<file path="config.mk">
export PLATFORM = sky130hd
export DESIGN_NAME = dcp_quad_ctrl
export DESIGN_NICKNAME = d
export VERILOG_FILES = /design/src/rtl/dcp_pkg.sv /design/src/rtl/dcp_busy_timer.sv /design/src/rtl/dcp_cmd_seq.sv /design/src/rtl/dcp_channel.sv /design/src/rtl/dcp_quad_ctrl.sv
export SDC_FILE = /design/constraint.sdc
export NUM_CORES = 1
export LEC_CHECK = 0
export BUFFER_PORTS_ARGS = -buffer_cell sky130_fd_sc_hd__buf_2
export CORE_AREA = 2 2 409 411
export CTS_CLUSTER_SIZE = 28
export DETAILED_ROUTE_END_ITERATION = 8
export DIE_AREA = 0 0 411 413
export HOLD_SLACK_MARGIN = 0.06
export PLACE_DENSITY = 0.35
export SYNTH_ARGS = -nofsm -noshare
export SYNTH_HDL_FRONTEND = slang
export SYNTH_SLANG_ARGS = --single-unit
</file>
<file path="constraint.sdc">
create_clock -name clk -period 3.05 [get_ports clk]
set_input_delay 0.4575 -clock clk [delete_from_list [all_inputs] [get_ports clk]]
set_output_delay 0.4575 -clock clk [all_outputs]
set_load 0.02 [all_outputs]
</file>
<file path="src/rtl/dcp_pkg.sv">
package dcp_pkg;
  localparam int unsigned DCP_NPOT = 4;
  localparam int unsigned DCP_NREG = 4;
  localparam int unsigned DCP_WW   = 8;
  localparam int unsigned DCP_TAPS = 1 << DCP_WW;

  typedef enum logic [1:0] {SQ_IDLE, SQ_DATA, SQ_STOP} seq_state_e;

  function automatic logic [DCP_NPOT-1:0] pot_mask(input logic [1:0] idx, input logic all);
    pot_mask = all ? '1 : (DCP_NPOT'(1) << idx);
  endfunction

  function automatic logic [DCP_WW-1:0] factory_value(input int unsigned pot, input int unsigned rsel);
    factory_value = DCP_WW'(16 * (pot + 1) + rsel);
  endfunction

  function automatic logic [DCP_TAPS-1:0] tap_decode(input logic [DCP_WW-1:0] code);
    tap_decode = DCP_TAPS'(1) << code;
  endfunction
endpackage

</file>
<file path="src/rtl/dcp_busy_timer.sv">
module dcp_busy_timer #(
  parameter int unsigned CYCLES = 250000
) (
  input  logic clk,
  input  logic rst_n,
  input  logic start_i,
  output logic busy_o
);
  localparam int unsigned CW = $clog2(CYCLES + 1);
  logic [CW-1:0] cnt_q;

  always_ff @(posedge clk or negedge rst_n) begin
    if (!rst_n)                cnt_q <= '0;
    else if (start_i)          cnt_q <= CW'(CYCLES);
    else if (cnt_q != '0)      cnt_q <= cnt_q - 1'b1;
  end

  assign busy_o = (cnt_q != '0);
endmodule

</file>
<file path="src/rtl/dcp_cmd_seq.sv">
module dcp_cmd_seq
  import dcp_pkg::*;
#(
  parameter logic [3:0] OP_RD_WCR = 4'h1,
  parameter logic [3:0] OP_WR_WCR = 4'h2,
  parameter logic [3:0] OP_RD_DR  = 4'h3,
  parameter logic [3:0] OP_WR_DR  = 4'h4,
  parameter logic [3:0] OP_LOAD   = 4'h5,
  parameter logic [3:0] OP_STORE  = 4'h6,
  parameter logic [3:0] OP_GLOAD  = 4'h7,
  parameter logic [3:0] OP_GSTORE = 4'h8
) (
  input  logic                clk,
  input  logic                rst_n,
  input  logic                hold_i,
  input  logic                cmd_valid_i,
  input  logic [7:0]          cmd_byte_i,
  input  logic                data_valid_i,
  input  logic [DCP_WW-1:0]   data_byte_i,
  input  logic                stop_i,
  input  logic                wp_n_i,
  output logic                cmd_ack_o,
  output logic                rd_req_o,
  output logic                rd_dr_o,
  output logic [1:0]          rd_pot_o,
  output logic [1:0]          rd_reg_o,
  output logic [DCP_NPOT-1:0] ld_mask_o,
  output logic [1:0]          ld_reg_o,
  output logic [DCP_NPOT-1:0] hw_mask_o,
  output logic [DCP_WW-1:0]   hw_data_o,
  output logic [DCP_NPOT-1:0] st_mask_o,
  output logic [1:0]          st_reg_o,
  output logic                st_src_wcr_o,
  output logic [DCP_WW-1:0]   st_data_o,
  output logic                commit_o
);
  seq_state_e        state_q;
  logic [3:0]        lat_op_q;
  logic [1:0]        lat_reg_q, lat_pot_q;
  logic [DCP_WW-1:0] lat_data_q;
  logic              ack_q;

  logic       accept, data_take, stop_ok;
  logic [3:0] op;
  logic [1:0] c_reg, c_pot;

  assign op      = cmd_byte_i[7:4];
  assign c_reg   = cmd_byte_i[3:2];
  assign c_pot   = cmd_byte_i[1:0];
  assign accept  = cmd_valid_i && !hold_i;
  assign data_take = (state_q == SQ_DATA) && data_valid_i && !accept;
  assign stop_ok = (state_q == SQ_STOP) && stop_i && !accept;

  always_comb begin
    rd_req_o  = accept && (op == OP_RD_WCR || op == OP_RD_DR);
    rd_dr_o   = (op == OP_RD_DR);
    rd_pot_o  = c_pot;
    rd_reg_o  = c_reg;
    ld_reg_o  = c_reg;
    ld_mask_o = '0;
    if (accept && op == OP_LOAD)  ld_mask_o = pot_mask(c_pot, 1'b0);
    if (accept && op == OP_GLOAD) ld_mask_o = pot_mask(c_pot, 1'b1);
    hw_mask_o = (data_take && lat_op_q == OP_WR_WCR) ? pot_mask(lat_pot_q, 1'b0) : '0;
    hw_data_o = data_byte_i;
    commit_o  = stop_ok && wp_n_i;
    st_mask_o = commit_o ? pot_mask(lat_pot_q, lat_op_q == OP_GSTORE) : '0;
    st_reg_o  = lat_reg_q;
    st_src_wcr_o = (lat_op_q != OP_WR_DR);
    st_data_o = lat_data_q;
  end

  always_ff @(posedge clk or negedge rst_n) begin
    if (!rst_n) begin
      state_q    <= SQ_IDLE;
      lat_op_q   <= '0;
      lat_reg_q  <= '0;
      lat_pot_q  <= '0;
      lat_data_q <= '0;
      ack_q      <= 1'b0;
    end else begin
      ack_q <= accept;
      if (accept) begin
        lat_op_q  <= op;
        lat_reg_q <= c_reg;
        lat_pot_q <= c_pot;
        if (op == OP_WR_WCR || op == OP_WR_DR)      state_q <= SQ_DATA;
        else if (op == OP_STORE || op == OP_GSTORE) state_q <= SQ_STOP;
        else                                        state_q <= SQ_IDLE;
      end else if (data_take) begin
        lat_data_q <= data_byte_i;
        state_q    <= (lat_op_q == OP_WR_DR) ? SQ_STOP : SQ_IDLE;
      end else if (stop_i) begin
        state_q <= SQ_IDLE;
      end
    end
  end

  assign cmd_ack_o = ack_q;
endmodule

</file>
<file path="src/rtl/dcp_channel.sv">
module dcp_channel
  import dcp_pkg::*;
#(
  parameter int unsigned POT_ID = 0
) (
  input  logic                       clk,
  input  logic                       rst_n,
  input  logic                       nv_rst_n,
  input  logic                       recall_i,
  input  logic                       ld_i,
  input  logic [1:0]                 ld_reg_i,
  input  logic                       hw_i,
  input  logic [DCP_WW-1:0]          hw_data_i,
  input  logic                       st_i,
  input  logic [1:0]                 st_reg_i,
  input  logic                       st_src_wcr_i,
  input  logic [DCP_WW-1:0]          st_data_i,
  output logic [DCP_WW-1:0]          wcr_o,
  output logic [DCP_NREG*DCP_WW-1:0] dr_o,
  output logic [DCP_TAPS-1:0]        tap_o
);
  logic [DCP_WW-1:0] wcr_q;
  logic [DCP_WW-1:0] dr_q [DCP_NREG];

  for (genvar r = 0; r < DCP_NREG; r++) begin : g_dr
    always_ff @(posedge clk or negedge nv_rst_n) begin
      if (!nv_rst_n)
        dr_q[r] <= factory_value(POT_ID, r);
      else if (st_i && st_reg_i == 2'(r))
        dr_q[r] <= st_src_wcr_i ? wcr_q : st_data_i;
    end
    assign dr_o[r*DCP_WW +: DCP_WW] = dr_q[r];
  end

  always_ff @(posedge clk or negedge rst_n) begin
    if (!rst_n)        wcr_q <= '0;
    else if (recall_i) wcr_q <= dr_q[0];
    else if (hw_i)     wcr_q <= hw_data_i;
    else if (ld_i)     wcr_q <= dr_q[ld_reg_i];
  end

  assign wcr_o = wcr_q;
  assign tap_o = tap_decode(wcr_q);
endmodule

</file>
<file path="src/rtl/dcp_quad_ctrl.sv">
module dcp_quad_ctrl
  import dcp_pkg::*;
#(
  parameter int unsigned WR_CYCLES = 250000,
  parameter logic [3:0] OP_RD_WCR = 4'h1,
  parameter logic [3:0] OP_WR_WCR = 4'h2,
  parameter logic [3:0] OP_RD_DR  = 4'h3,
  parameter logic [3:0] OP_WR_DR  = 4'h4,
  parameter logic [3:0] OP_LOAD   = 4'h5,
  parameter logic [3:0] OP_STORE  = 4'h6,
  parameter logic [3:0] OP_GLOAD  = 4'h7,
  parameter logic [3:0] OP_GSTORE = 4'h8
) (
  input  logic                         clk,
  input  logic                         rst_n,
  input  logic                         nv_rst_n,
  input  logic                         cmd_valid,
  input  logic [7:0]                   cmd_byte,
  input  logic                         data_valid,
  input  logic [7:0]                   data_byte,
  input  logic                         stop_strobe,
  input  logic                         wp_n,
  output logic                         cmd_ack,
  output logic                         rd_valid,
  output logic [7:0]                   rd_data,
  output logic                         busy,
  output logic [DCP_NPOT*DCP_TAPS-1:0] tap_sel
);
  localparam int unsigned DRW = DCP_NREG * DCP_WW;

  logic recall_q, wr_busy, hold, commit_w;
  logic rd_req, rd_dr;
  logic [1:0] rd_pot, rd_reg, ld_reg, st_reg;
  logic [DCP_NPOT-1:0] ld_mask, hw_mask, st_mask;
  logic [DCP_WW-1:0] hw_data, st_data;
  logic st_src_wcr;
  logic [DCP_WW-1:0] wcr_w [DCP_NPOT];
  logic [DRW-1:0]    dr_w  [DCP_NPOT];
  logic [DCP_NPOT*DCP_WW-1:0] wcr_all;
  logic [DCP_NPOT*DRW-1:0]    dr_all;

  always_ff @(posedge clk or negedge rst_n) begin
    if (!rst_n) recall_q <= 1'b1;
    else        recall_q <= 1'b0;
  end

  assign hold = recall_q || wr_busy;
  assign busy = hold;

  dcp_cmd_seq #(
    .OP_RD_WCR(OP_RD_WCR), .OP_WR_WCR(OP_WR_WCR), .OP_RD_DR(OP_RD_DR),
    .OP_WR_DR(OP_WR_DR), .OP_LOAD(OP_LOAD), .OP_STORE(OP_STORE),
    .OP_GLOAD(OP_GLOAD), .OP_GSTORE(OP_GSTORE)
  ) u_seq (
    .clk(clk), .rst_n(rst_n), .hold_i(hold),
    .cmd_valid_i(cmd_valid), .cmd_byte_i(cmd_byte),
    .data_valid_i(data_valid), .data_byte_i(data_byte),
    .stop_i(stop_strobe), .wp_n_i(wp_n),
    .cmd_ack_o(cmd_ack), .rd_req_o(rd_req), .rd_dr_o(rd_dr),
    .rd_pot_o(rd_pot), .rd_reg_o(rd_reg),
    .ld_mask_o(ld_mask), .ld_reg_o(ld_reg),
    .hw_mask_o(hw_mask), .hw_data_o(hw_data),
    .st_mask_o(st_mask), .st_reg_o(st_reg), .st_src_wcr_o(st_src_wcr),
    .st_data_o(st_data), .commit_o(commit_w)
  );

  dcp_busy_timer #(.CYCLES(WR_CYCLES)) u_timer (
    .clk(clk), .rst_n(rst_n), .start_i(commit_w), .busy_o(wr_busy)
  );

  for (genvar p = 0; p < DCP_NPOT; p++) begin : g_pot
    dcp_channel #(.POT_ID(p)) u_ch (
      .clk(clk), .rst_n(rst_n), .nv_rst_n(nv_rst_n), .recall_i(recall_q),
      .ld_i(ld_mask[p]), .ld_reg_i(ld_reg),
      .hw_i(hw_mask[p]), .hw_data_i(hw_data),
      .st_i(st_mask[p]), .st_reg_i(st_reg), .st_src_wcr_i(st_src_wcr),
      .st_data_i(st_data),
      .wcr_o(wcr_w[p]), .dr_o(dr_w[p]),
      .tap_o(tap_sel[p*DCP_TAPS +: DCP_TAPS])
    );
    assign wcr_all[p*DCP_WW +: DCP_WW] = wcr_w[p];
    assign dr_all[p*DRW +: DRW]        = dr_w[p];
  end

  always_ff @(posedge clk or negedge rst_n) begin
    if (!rst_n) begin
      rd_valid <= 1'b0;
      rd_data  <= '0;
    end else begin
      rd_valid <= rd_req;
      if (rd_req)
        rd_data <= rd_dr ? dr_w[rd_pot][int'(rd_reg)*DCP_WW +: DCP_WW] : wcr_w[rd_pot];
    end
  end
endmodule

</file>
==> metrics.txt, run 1 <==
status finished clean; EDFF count, synth 0; final period utilization 97.0%; initial core utilization 9.95%; Post-route DRC 0; Critical R2R Capture g_pot[2].u_ch.dr_o[26]; CTS tree yes; Mean Syn Cell Area 7.13 um^2; FF+latch count, synth 207; area share of the largest cell type after synthesis 25.8%; Worst Setup End Kind output pin; die area 170000 um^2; Max Cap Viol 0; Worst Clk Skew 0.0476 ns; placed instance area 25200 um^2; worst hold path class primary input to asynchronous set/reset pin; Worst-Skew Late Latency 0.58 ns; Final GP Congestion 0.852; H-tree depth 1; final wirelength 115000 um; Async SR Flop Fraction 100%; wire length per cell 20.5 um; Peak VDD IR 0.000374 V; predominant post-synthesis flop cell dfrtp_1; clock slew at reported path FFs 0.07 ns; layout cells sized above 1 46.2%; CP arrival 2.50 ns; DR iter-0 viols 1719; Std-Cell Rows 150; Crit. Startpoint u_timer.cnt_q[8]; Final ANT Viol Nets 0; syn nets 2342; Power Density 283 nW/um^2; DP Wirelength 92700 um; largest net degree at the start of global routing 129; largest area contributor in the netlist dfrtp_1; Syn Inst Count 2317; Leakage 12.9 nW; DR pass1 iterations 5; Total GRT Usage 12.2%; Hold Fails Final Rpt 0; routed vias 21300; die height 413 um; num ports 1058; post-synth cell types 59; Max clock buf depth 3; worst-case reg-to-reg path depth 8; CTS root buffer clkbuf_16; PortBufs 1057; Sink Count 207; final setup fails 0; Slew Limit Headroom 20.6%; Seq/Total Area, Yosys 31.6%; Synth warnings 0; P&R area growth vs syn 58.5%; area of the mapped netlist 16500 um^2; CTS Buf Count 25; Remaining Overflow, GRT 0; vias in the first global route 18200; Die W 411 um; Fmax achieved 338 MHz; RSZ-0062 raised after global routing yes; routed vias/inst 3.81; Worst EP required 2.59 ns; Worst-Margin Slew 1.18 ns; setup_tns 0 ns; FF-to-FF setup slack 0.22 ns; critical path class register to output pin; worst reg2reg startpoint u_timer.cnt_q[0]; first-pass GRT wire length 150000 um; antenna violations before repair 25; crit start category register; Final min period 2.96 ns; Final #Nets 3392; critical-path maximum fanout 7; post-route cell area 26200 um^2; main area contributors after synthesis dfrtp_1 (26%), nor2_1 (25%), mux2_2 (9.7%), mux4_2 (6.1%), dfstp_2 (5.9%); Slew Limit Fails 0; Core ar. 166000 um^2
flip-flops by register name, summed over array words and instances, names as in the netlist, 2 cells and up:
name and flops:
g_pot.u_ch.wcr_o 32, g_pot.u_ch.dr_o 128, u_seq.st_reg_o 2, rd_data 8
u_timer.cnt_q 18, u_seq.lat_pot_q 2, u_seq.lat_op_q 4, u_seq.st_data_o 8
u_seq.state_q 2
through the flow:
step | power (mW) | util (%) | hold slack, ns | setup slack, ns | std cells
2_1_floorplan | 3.58 | - | 0.162 | 0.380 | 2317
3_3_place_gp | 4.28 | 15.2 | 0.467 | 0.101 | 5541
3_5_place_dp | 4.28 | 15.2 | 0.474 | 0.0532 | 5541
4_1_cts | 7.51 | 15.7 | 0.0677 | -0.166 | 5588
5_1_grt | 7.74 | 15.8 | 0.0838 | -0.0117 | 5590
6_report | 7.41 | 15.8 | 0.0275 | 0.0906 | 5594
placed cells by master (no fill, tap or decap), drive strengths merged, types with 3 or more instances in the layout:
master	synthesis	final
buf	35	1221
nor2	1086	1086
nand2	231	231
dfrtp	170	170
mux2	146	146
a211oi	49	49
mux4	45	45
clkbuf	164	39
dfstp	37	37
nand3	37	37
o31ai	27	27
nor2b	26	26
o211ai	25	25
inv	21	23
mux2i	22	22
nor4	22	22
nor3	21	21
o21ai	21	21
nand2b	17	17
a21oi	12	12
a221oi	9	9
xor2	7	7
o2bb2ai	7	7
or4	7	7
nand3b	6	6
or4b	6	6
xnor2	6	6
and2	6	6
and3	5	5
nor4b	5	5
diode	0	4
nand4	4	4
a21o	4	4
nor3b	4	4
and3b	3	3
or2	3	3
nand4b	3	3
o21a	3	3
clkinv	1	3
timing repair:
action	CTS	global route
gates resized for setup	17	29
endpoints found under the setup margin	92	189
buffers inserted	0	2
gates cloned	0	0
hold endpoints to repair	35	0
hold buffers	1	0
pin swaps	0	4
worst max-delay path by stage:
stage                                 end  slack [ns]
floorplan                      rd_data[7]        0.38
global placement    g_pot[2].u_ch.dr_o[2]        0.10
finish                               busy        0.09
detailed placement  g_pot[2].u_ch.dr_o[0]        0.05
global route                         busy       -0.01
CTS                                  busy       -0.17
routing by layer:
metal / track usage [%] / vias up / share of wire (%) / wire [um]
met5: 0 / - / 0.15 / 172
met4: 3.16 / 28 / 2.7 / 3080
met3: 2.66 / 149 / 6.6 / 7610
met2: 20.0 / 849 / 47 / 54300
met1: 16.1 / 10600 / 43 / 49400
li1: - / 9718 / - / -
Yosys cell counts, types with 4 or more instances:
cell type / count
dfstp_2: 37
dfrtp_1: 170
and2_1: 5
a21o_1: 4
nand3b_1: 6
o2bb2ai_1: 7
o21ai_0: 14
clkbuf_1: 164
a21oi_1: 12
nand2b_1: 17
xor2_1: 7
nor3_1: 21
mux4_2: 45
buf_1: 22
o31ai_1: 27
nor2b_1: 26
mux2_2: 142
nand4_1: 4
a211oi_1: 49
nor4b_1: 4
nor2_1: 1086
nand2_1: 231
o21ai_1: 4
inv_1: 21
a221oi_1: 9
or4b_2: 6
nor4_1: 9
o211ai_1: 25
buf_6: 5
or4_4: 4
nor3b_1: 4
xnor2_1: 6
nand3_1: 37
mux2i_1: 22
nor4_2: 12
and3_1: 5
buf_2: 8
kinds of logic (layout without fill, tap and decap cells):
group           after synthesis  after routing  synth area share (%)
flops                       207            207                  31.6
simple gates               1500           1500                  37.6
xor+xnor                     13             13                 0.689
other cells                   1              5                0.0227
mux                         213            213                  17.4
fa+ha+maj                     2              2                 0.152
buf+inv                     221           1290                  5.31
compound gates              160            160                  7.09
critical path, cell delays in order, from the launching register on:
cell and delay [ns]:
dfrtp_1 0.38, or4_4 0.56, or4_4 0.60, nor2_4 0.19, nand2_4 0.09, buf_6 0.14
final cells by class:
type	count	area (um^2)
diodes	4	10.0
multi-input cells	1889	10600
flip-flops and latches	207	5230
clock buffers	39	738
inverters	22	82.6
fillers	19200	140000
well taps	2204	2760
repair buffers	1222	6680
clock inverters	7	110
report_power, final:
part / internal (mW) / total [mW] / switching (mW)
registers: 2.78 / 2.89 / 0.104
logic: 0.327 / 1.36 / 1.03
clock network: 1.84 / 3.17 / 1.33
No activity file was read; power rests on OpenSTA's default activity.
==> run 2, diff against run 1 <==
--- a/config.mk
+++ b/config.mk
@@ -5,13 +5,15 @@
 export SDC_FILE = /design/constraint.sdc
 export NUM_CORES = 1
 export LEC_CHECK = 0
+export ABC_AREA = 1
 export BUFFER_PORTS_ARGS = -buffer_cell sky130_fd_sc_hd__buf_2
 export CORE_AREA = 2 2 409 411
 export CTS_CLUSTER_SIZE = 28
 export DETAILED_ROUTE_END_ITERATION = 8
 export DIE_AREA = 0 0 411 413
 export HOLD_SLACK_MARGIN = 0.06
-export PLACE_DENSITY = 0.35
+export PLACE_DENSITY = 0.37
+export SLEW_MARGIN = 25
 export SYNTH_ARGS = -nofsm -noshare
 export SYNTH_HDL_FRONTEND = slang
 export SYNTH_SLANG_ARGS = --single-unit
==> run 2 against run 1 <==
  * The flow now finishes with violations (setup timing)
  * Cell area grew 15%
  * Clock skew decreased by 0.0085 ns
  * Register-to-register slack gained 0.23 ns
  * Sequential share of layout area decreased by 2.4 points
  * Power is 28% higher
  * Critical path type unchanged
  * Highest routed layer unchanged
==> metrics.txt, run 2 <==
final setup fails 1 (+1); Syn Inst Count 3440 (+48%); routed vias 29800 (+40%); vias in the first global route 27600 (+52%); Final min period 3.07 ns (+0.110 ns); CTS Buf Count 29 (+16%); clock slew at reported path FFs 0.06 ns (about the same); main area contributors after synthesis nor2_1 (22%), dfrtp_1 (21%), nand4_1 (12%), nand2_1 (9.6%), nand3_1 (5.4%); largest net degree at the start of global routing 131 (+1.6%); Worst Setup End Kind output pin; Critical R2R Capture g_pot[1].u_ch.wcr_o[1]; CP endpoint tap_sel[600]; DP Wirelength 127000 um (+37%); Post-Place Setup Slack 0.0683 ns (+0.0151 ns); area of the mapped netlist 19800 um^2 (+20%); commonest non-fill, non-tap cells in the layout nor2_1 (1108), buf_2 (1055), nand2_1 (508); Max Cap Viol 0 (unchanged); Final ANT Viol Nets 0 (unchanged); Synth warnings 0 (unchanged); Die W 411 um (unchanged); Worst-Margin Slew 1.08 ns (-0.104 ns); final period utilization 101% (+3.6 points); Final GP Congestion 0.960 (+13%); Worst EP required 2.59 ns (about the same); post-synth cell types 44 (-25%); worst-case reg-to-reg path depth 12 (+4); Max clock buf depth 3 (unchanged); Worst-Skew Late Latency 0.60 ns (+0.02 ns); Remaining Overflow, GRT 0 (unchanged); Leakage 15.9 nW (+23%); final worst slack -0.0190 ns (-0.110 ns); DR pass1 iterations 6 (+1); RSZ-0062 raised after global routing yes; critical-path maximum fanout 8 (+1); DR iter-0 viols 2722 (+58%); CP arrival 2.61 ns (+0.11 ns); crit start category register; routed vias/inst 4.46 (+17%); PortBufs 1057 (unchanged); Crit. Startpoint g_pot[2].u_ch.wcr_o[1]; final core occ 18.1% (+2.3 points); most instantiated library cell after synthesis nor2_1; violated checks setup timing; worst reg2reg startpoint u_timer.cnt_q[0]; first-pass GRT wire length 217000 um (+44%); Fmax achieved 326 MHz (-3.6%); Std-Cell Rows 150 (unchanged); final wirelength 160000 um (+40%); status complete, but fails checks; FF+latch count, synth 207 (unchanged); FF-to-FF setup slack 0.45 ns (+0.23 ns); syn nets 3465 (+48%); num ports 1058 (unchanged); CTS root buffer clkbuf_16; EDFF count, synth 0 (unchanged); max FFs per register 128 (unchanged); Commonest cells post-synth nor2_1 (1157), nand2_1 (508), nand4_1 (391), clkbuf_1 (254), nand3_1 (212); Mean Syn Cell Area 5.76 um^2 (-19%); Peak VDD IR 0.000377 V (+0.88%); Sink Count 207 (unchanged); Post-route DRC 0 (unchanged); area share of the largest cell type after synthesis 21.9% (-3.8 points); Core ar. 166000 um^2 (unchanged); CTS tree yes; leading cell type in the layout, fill and taps excluded nor2_1; Power Density 317 nW/um^2 (+12%); initial core utilization 11.9% (+2.0 points); largest area contributor in the netlist nor2_1; Total GRT Usage 17.5% (+5.3 points); Slew Limit Headroom 27.9% (+7.3 points); critical path class register to output pin; Hold Fails Final Rpt 0 (unchanged); Seq/Total Area, Yosys 26.4% (-5.3 points); Async SR Flop Fraction 100% (unchanged); die area 170000 um^2 (unchanged); Final #Nets 4476 (+32%); wire length per cell 24.0 um (+17%); H-tree depth 1 (unchanged); worst hold path class primary input to register; layout cells sized above 1 35.1% (-11 points); Worst Clk Skew 0.0391 ns (-0.00852 ns); predominant post-synthesis flop cell dfrtp_1; antenna violations before repair 20 (-20%); P&R area growth vs syn 51.3%; die height 413 um (unchanged); Slew Limit Fails 0 (unchanged)
==> run 2: critical path, cell delays in order, from the launching register on <==
cell        delay (ns)
dfrtp_2           0.45
clkinvlp_4        0.16
buf_4             0.14
nand4_1           0.19
nor2_2            0.24
nand3_1           0.22
nor2_1            0.36
buf_2             0.25
==> run 2: per-layer routing <==
metal	vias to the layer above	track usage [%]	share of wire [%]
met5	-	0	0.018
li1	13500	-	-
met3	259	3.55	8.1
met4	6	7.61	4.7
met2	1626	28.6	47
met1	14400	22.1	41
==> run 2: worst min-delay path by stage <==
stage	from	to	cells after the start
after floorplan	nv_rst_n	g_pot[0].u_ch.dr_o[0]	0
after global placement	rst_n	rd_valid	1
after detailed placement	rst_n	rd_valid	1
after CTS	cmd_byte[6]	u_seq.lat_op_q[2]	3
after global routing	cmd_byte[6]	u_seq.lat_op_q[2]	3
final	cmd_byte[6]	u_seq.lat_op_q[2]	3
==> run 2: what timing repair did <==
item	in CTS	in global routing
hold buffers	2	0
resized for setup	45	55
setup buffers	24	18
endpoints found under the hold margin	29	0
setup endpoints to repair	165	188
pin swaps	12	6
==> run 2: layout make-up <==
type | instances | area (um^2)
Inverter | 153 | 622
Antenna cell | 4 | 10.0
Clock inverter | 6 | 75.1
Timing Repair Buffer | 1326 | 7550
Multi-Input combinational cell | 2734 | 12900
Sequential cell | 207 | 5270
Fill cell | 19500 | 136000
Tap cell | 2204 | 2760
Clock buffer | 48 | 857
==> run 2: power by group <==
part	total (mW)	leakage, nW	internal [mW]	switching (mW)
Sequential	3.11	2.40	2.89	0.222
Combinational	2.99	13.0	0.687	2.30
Clock	3.39	0.448	2.00	1.40
==> run 2: kinds of logic after synthesis <==
family / after synthesis / share of synthesized area, %
xor gates and xnor gates: 9 / 0.398
muxes: 12 / 0.657
adders and majority gates: 2 / 0.126
AOI/OAI and AO/OA: 321 / 8.73
DFF: 207 / 26.4
and+or+nand+nor: 2389 / 53.8
buffers and inverters: 499 / 9.92
other: 1 / 0.0189
==> run 2: metrics by stage <==
stage | instances | cell area (um^2) | TNS [ns] | power (mW) | hold slack, ns
after floorplan | 3440 | 19800 | 0 | 4.81 | 0.162
after global placement | 6580 | 28400 | 0 | 6.06 | 0.341
after detailed placement | 6580 | 28400 | 0 | 6.05 | 0.341
after CTS | 6660 | 29700 | -0.000379 | 9.56 | 0.157
after global routing | 6680 | 30000 | -0.236 | 9.99 | 0.184
final | 6682 | 30000 | -0.0190 | 9.49 | 0.183
==> run 3, diff against run 2 <==
--- a/config.mk
+++ b/config.mk
@@ -7,13 +7,12 @@
 export LEC_CHECK = 0
 export ABC_AREA = 1
 export BUFFER_PORTS_ARGS = -buffer_cell sky130_fd_sc_hd__buf_2
-export CORE_AREA = 2 2 409 411
+export CORE_AREA = 2 2 408 410
 export CTS_CLUSTER_SIZE = 28
 export DETAILED_ROUTE_END_ITERATION = 8
-export DIE_AREA = 0 0 411 413
+export DIE_AREA = 0 0 410 412
 export HOLD_SLACK_MARGIN = 0.06
-export PLACE_DENSITY = 0.37
-export SLEW_MARGIN = 25
+export PLACE_DENSITY = 0.38
 export SYNTH_ARGS = -nofsm -noshare
 export SYNTH_HDL_FRONTEND = slang
 export SYNTH_SLANG_ARGS = --single-unit
==> constraint.sdc (replaced) <==
create_clock -name clk -period 2.6 [get_ports clk]
set_input_delay 0.39 -clock clk [delete_from_list [all_inputs] [get_ports clk]]
set_output_delay 0.39 -clock clk [all_outputs]
set_load 0.02 [all_outputs]
==> run 3 against run 2 <==
  * The flow still finishes with violations (setup timing)
  * Via count increased by 3.8%
  * Sequential share of layout area decreased by 3.2 points
  * Count of clock-buffer cells in the layout increased by 1
  * Clock power grew 25%
  * Sequential power is 17% higher
  * Non-clock buffer count up 207
  * Clock skew is 0.024 ns lower
  * Register-to-register slack got worse by 0.24 ns
  * Critical path depth rose by 1
  * Power up 31%
  * First-iteration DRC count increased by 5.9%
  * Global-route usage increased by 0.24 points
  * Largest power group is now combinational cells
==> metrics.txt, run 3 (synthesis results as in run 2) <==
Flop pwr share 29.2% (-3.6 points); Slew Limit Headroom 30.0% (+2.0 points); Slew Limit Fails 0 (unchanged); CP dominant cell by count buf_6; worst hold path class primary input to register; Multi-input gate area 15400 um^2 (+20%); Crit. Startpoint g_pot[0].u_ch.wcr_o[3]; Psw 5.11 mW (+30%); initial core utilization 12.1% (+0.12 points); crit start category register; vias in the first global route 28000 (+1.4%); overall power 12.4 mW (+31%); Max Cap Viol 0 (unchanged); Final min period 2.78 ns; Hold Startpoint cmd_byte[7]; Slowest cell on crit path dfrtp_2; Core ar. 164000 um^2 (-1.0%); critical-path maximum fanout 6 (-2); Clock power frac 34.2% (-1.5 points); Power Density 338 nW/um^2 (+6.9%); CTS tree yes; final period utilization 107%; Worst Clk Skew 0.0151 ns (-0.0240 ns); Leakage 17.4 nW (+9.8%); hold slack final 0.149 ns (-0.0336 ns); internal cell power 7.31 mW (+31%); Worst EP required 2.21 ns (-0.38 ns); Fmax achieved 360 MHz; critical path class register to output pin; Die W 410 um (-0.24%); Peak VDD IR 0.000479 V (+27%); Hold Fails Final Rpt 0 (unchanged); clock slew at reported path FFs 0.06 ns (about the same); num ports 1058 (unchanged); DR pass1 iterations 6 (unchanged); worst-case reg-to-reg path depth 12 (unchanged); WP depth 8 (+1); Remaining Overflow, GRT 0 (unchanged); H-tree depth 1 (unchanged); die area 169000 um^2 (-0.48%); Worst Setup End Kind output pin; Max clock buf depth 3 (unchanged); first-pass GRT wire length 219000 um (+1.3%); Sink Count 207 (unchanged); post-route cell area 36700 um^2 (+22%); Largest delay share family, worst path buffers and inverters; PortBufs 1057 (unchanged); Final ANT Viol Nets 0 (unchanged); status complete, but fails checks; crit path buf inv count 5 (+2); Std-Cell Rows 149 (-0.67%); final setup fails 146 (+145); DP Wirelength 127000 um (-0.13%); register area 5280 um^2 (+0.14%); RSZ-0062 raised after global routing yes; largest net degree at the start of global routing 130 (-0.76%); Total GRT Usage 17.7% (+0.24 points); DR iter-0 viols 2883 (+5.9%); routed vias 31000 (+3.8%); leading cell type in the layout, fill and taps excluded nor2_1; CTS root buffer clkbuf_16; Final #Nets 4685 (+4.7%); CP arrival 2.39 ns (-0.22 ns); die height 412 um (-0.24%); FF-to-FF setup slack 0.21 ns (-0.24 ns); Crit path largest cell delay 0.43 ns (-0.02 ns); wire length per cell 23.7 um (-0.99%); Sw Ratio 41.1% (-0.21 points); violated checks setup timing; P&R area growth vs syn 85.3%; depth of the worst hold-timing path 3 (unchanged); number of filler cells placed in the layout 18700 (-4.1%); Worst-Margin Slew 1.05 ns (-0.0305 ns); antenna violations before repair 11 (-45%); worst reg2reg startpoint u_timer.cnt_q[0]; placed instance area 29000 um^2 (+2.1%); routed vias/inst 4.50 (+0.93%); Comb power frac 36.6% (+5.1 points); layout cells sized above 1 45.5% (+10 points); CTS Buf Count 30 (+3.4%); final wirelength 163000 um (+1.9%); max FFs per register 128 (unchanged); commonest non-fill, non-tap cells in the layout nor2_1 (916), buf_2 (670), buf_4 (520); Post-route DRC 0 (unchanged); Final GP Congestion 0.923 (-3.9%); final worst slack -0.180 ns (-0.161 ns); Worst-Skew Late Latency 0.58 ns (-0.02 ns); Cell Chain, Critical Path clkinvlp_4 -> buf_6 -> buf_6 -> nor2_4 -> buf_6 -> nand4_1 -> nor2_1 -> buf_4
[run 3: repair_timing]
item,4_1_cts,5_1_grt
hold endpoints to repair,76,0
cloned,1,2
endpoints found under the setup margin,817,645
hold buffers,3,0
gates resized for setup,530,869
pin swaps,113,243
buffers inserted,114,87
[run 3: stage by stage]
stage / utilization (%) / worst slack, ns / instances / setup TNS, ns
2_1_floorplan: - / 0.571 / 3440 / 0
3_3_place_gp: 17.7 / -0.292 / 6612 / -3.44
3_5_place_dp: 17.7 / -0.261 / 6612 / -4.35
4_1_cts: 20.0 / -0.0982 / 6785 / -2.46
5_1_grt: 22.4 / -0.220 / 6874 / -29.67
6_report: 22.4 / -0.180 / 6875 / -4.95
[run 3: path summary, 6_finish.rpt]
| path | end |
|---|---|
| max | tap_sel[45] |
| min | u_seq.lat_op_q[3] |
| max reg2reg | g_pot[1].u_ch.wcr_o[5] |
| min reg2reg | g_pot[3].u_ch.dr_o[24] |
| max in group asynchronous | g_pot[0].u_ch.dr_o[20] |
| min in group asynchronous | u_timer.cnt_q[15] |
[run 3: power by group through the flow]
stage,logic (mW),registers [mW],clock network [mW]
floorplan,2.07,3.58,0
detailed placement,3.53,3.66,0
global route,4.84,3.66,4.49
global placement,3.55,3.66,0
finish,4.54,3.63,4.25
CTS,3.97,3.62,4.35
[run 3: tightest hold or removal path, stage by stage]
cell,delay (ns)
buf_2,0.11
inv_1,0.09
o21ai_0,0.09
[run 3: routing by layer]
| layer | track usage (%) | up-vias | wire length (um) |
|---|---|---|---|
| met5 | 0 | - | 11 |
| met4 | 6.40 | 2 | 7120 |
| met3 | 3.79 | 279 | 13100 |
| met2 | 29.1 | 1545 | 76400 |
| met1 | 22.7 | 15200 | 66600 |
| li1 | - | 14000 | - |
[run 3: cell type report]
type	count	share of cell area (%)
Antenna cell	2	0.0136
Clock inverter	7	0.249
Timing Repair inverter	1	0.0204
Timing Repair Buffer	1533	31.6
Multi-Input combinational cell	2734	41.9
Clock buffer	49	2.51
Tap cell	2189	7.46
Sequential cell	207	14.4
Inverter	153	1.93
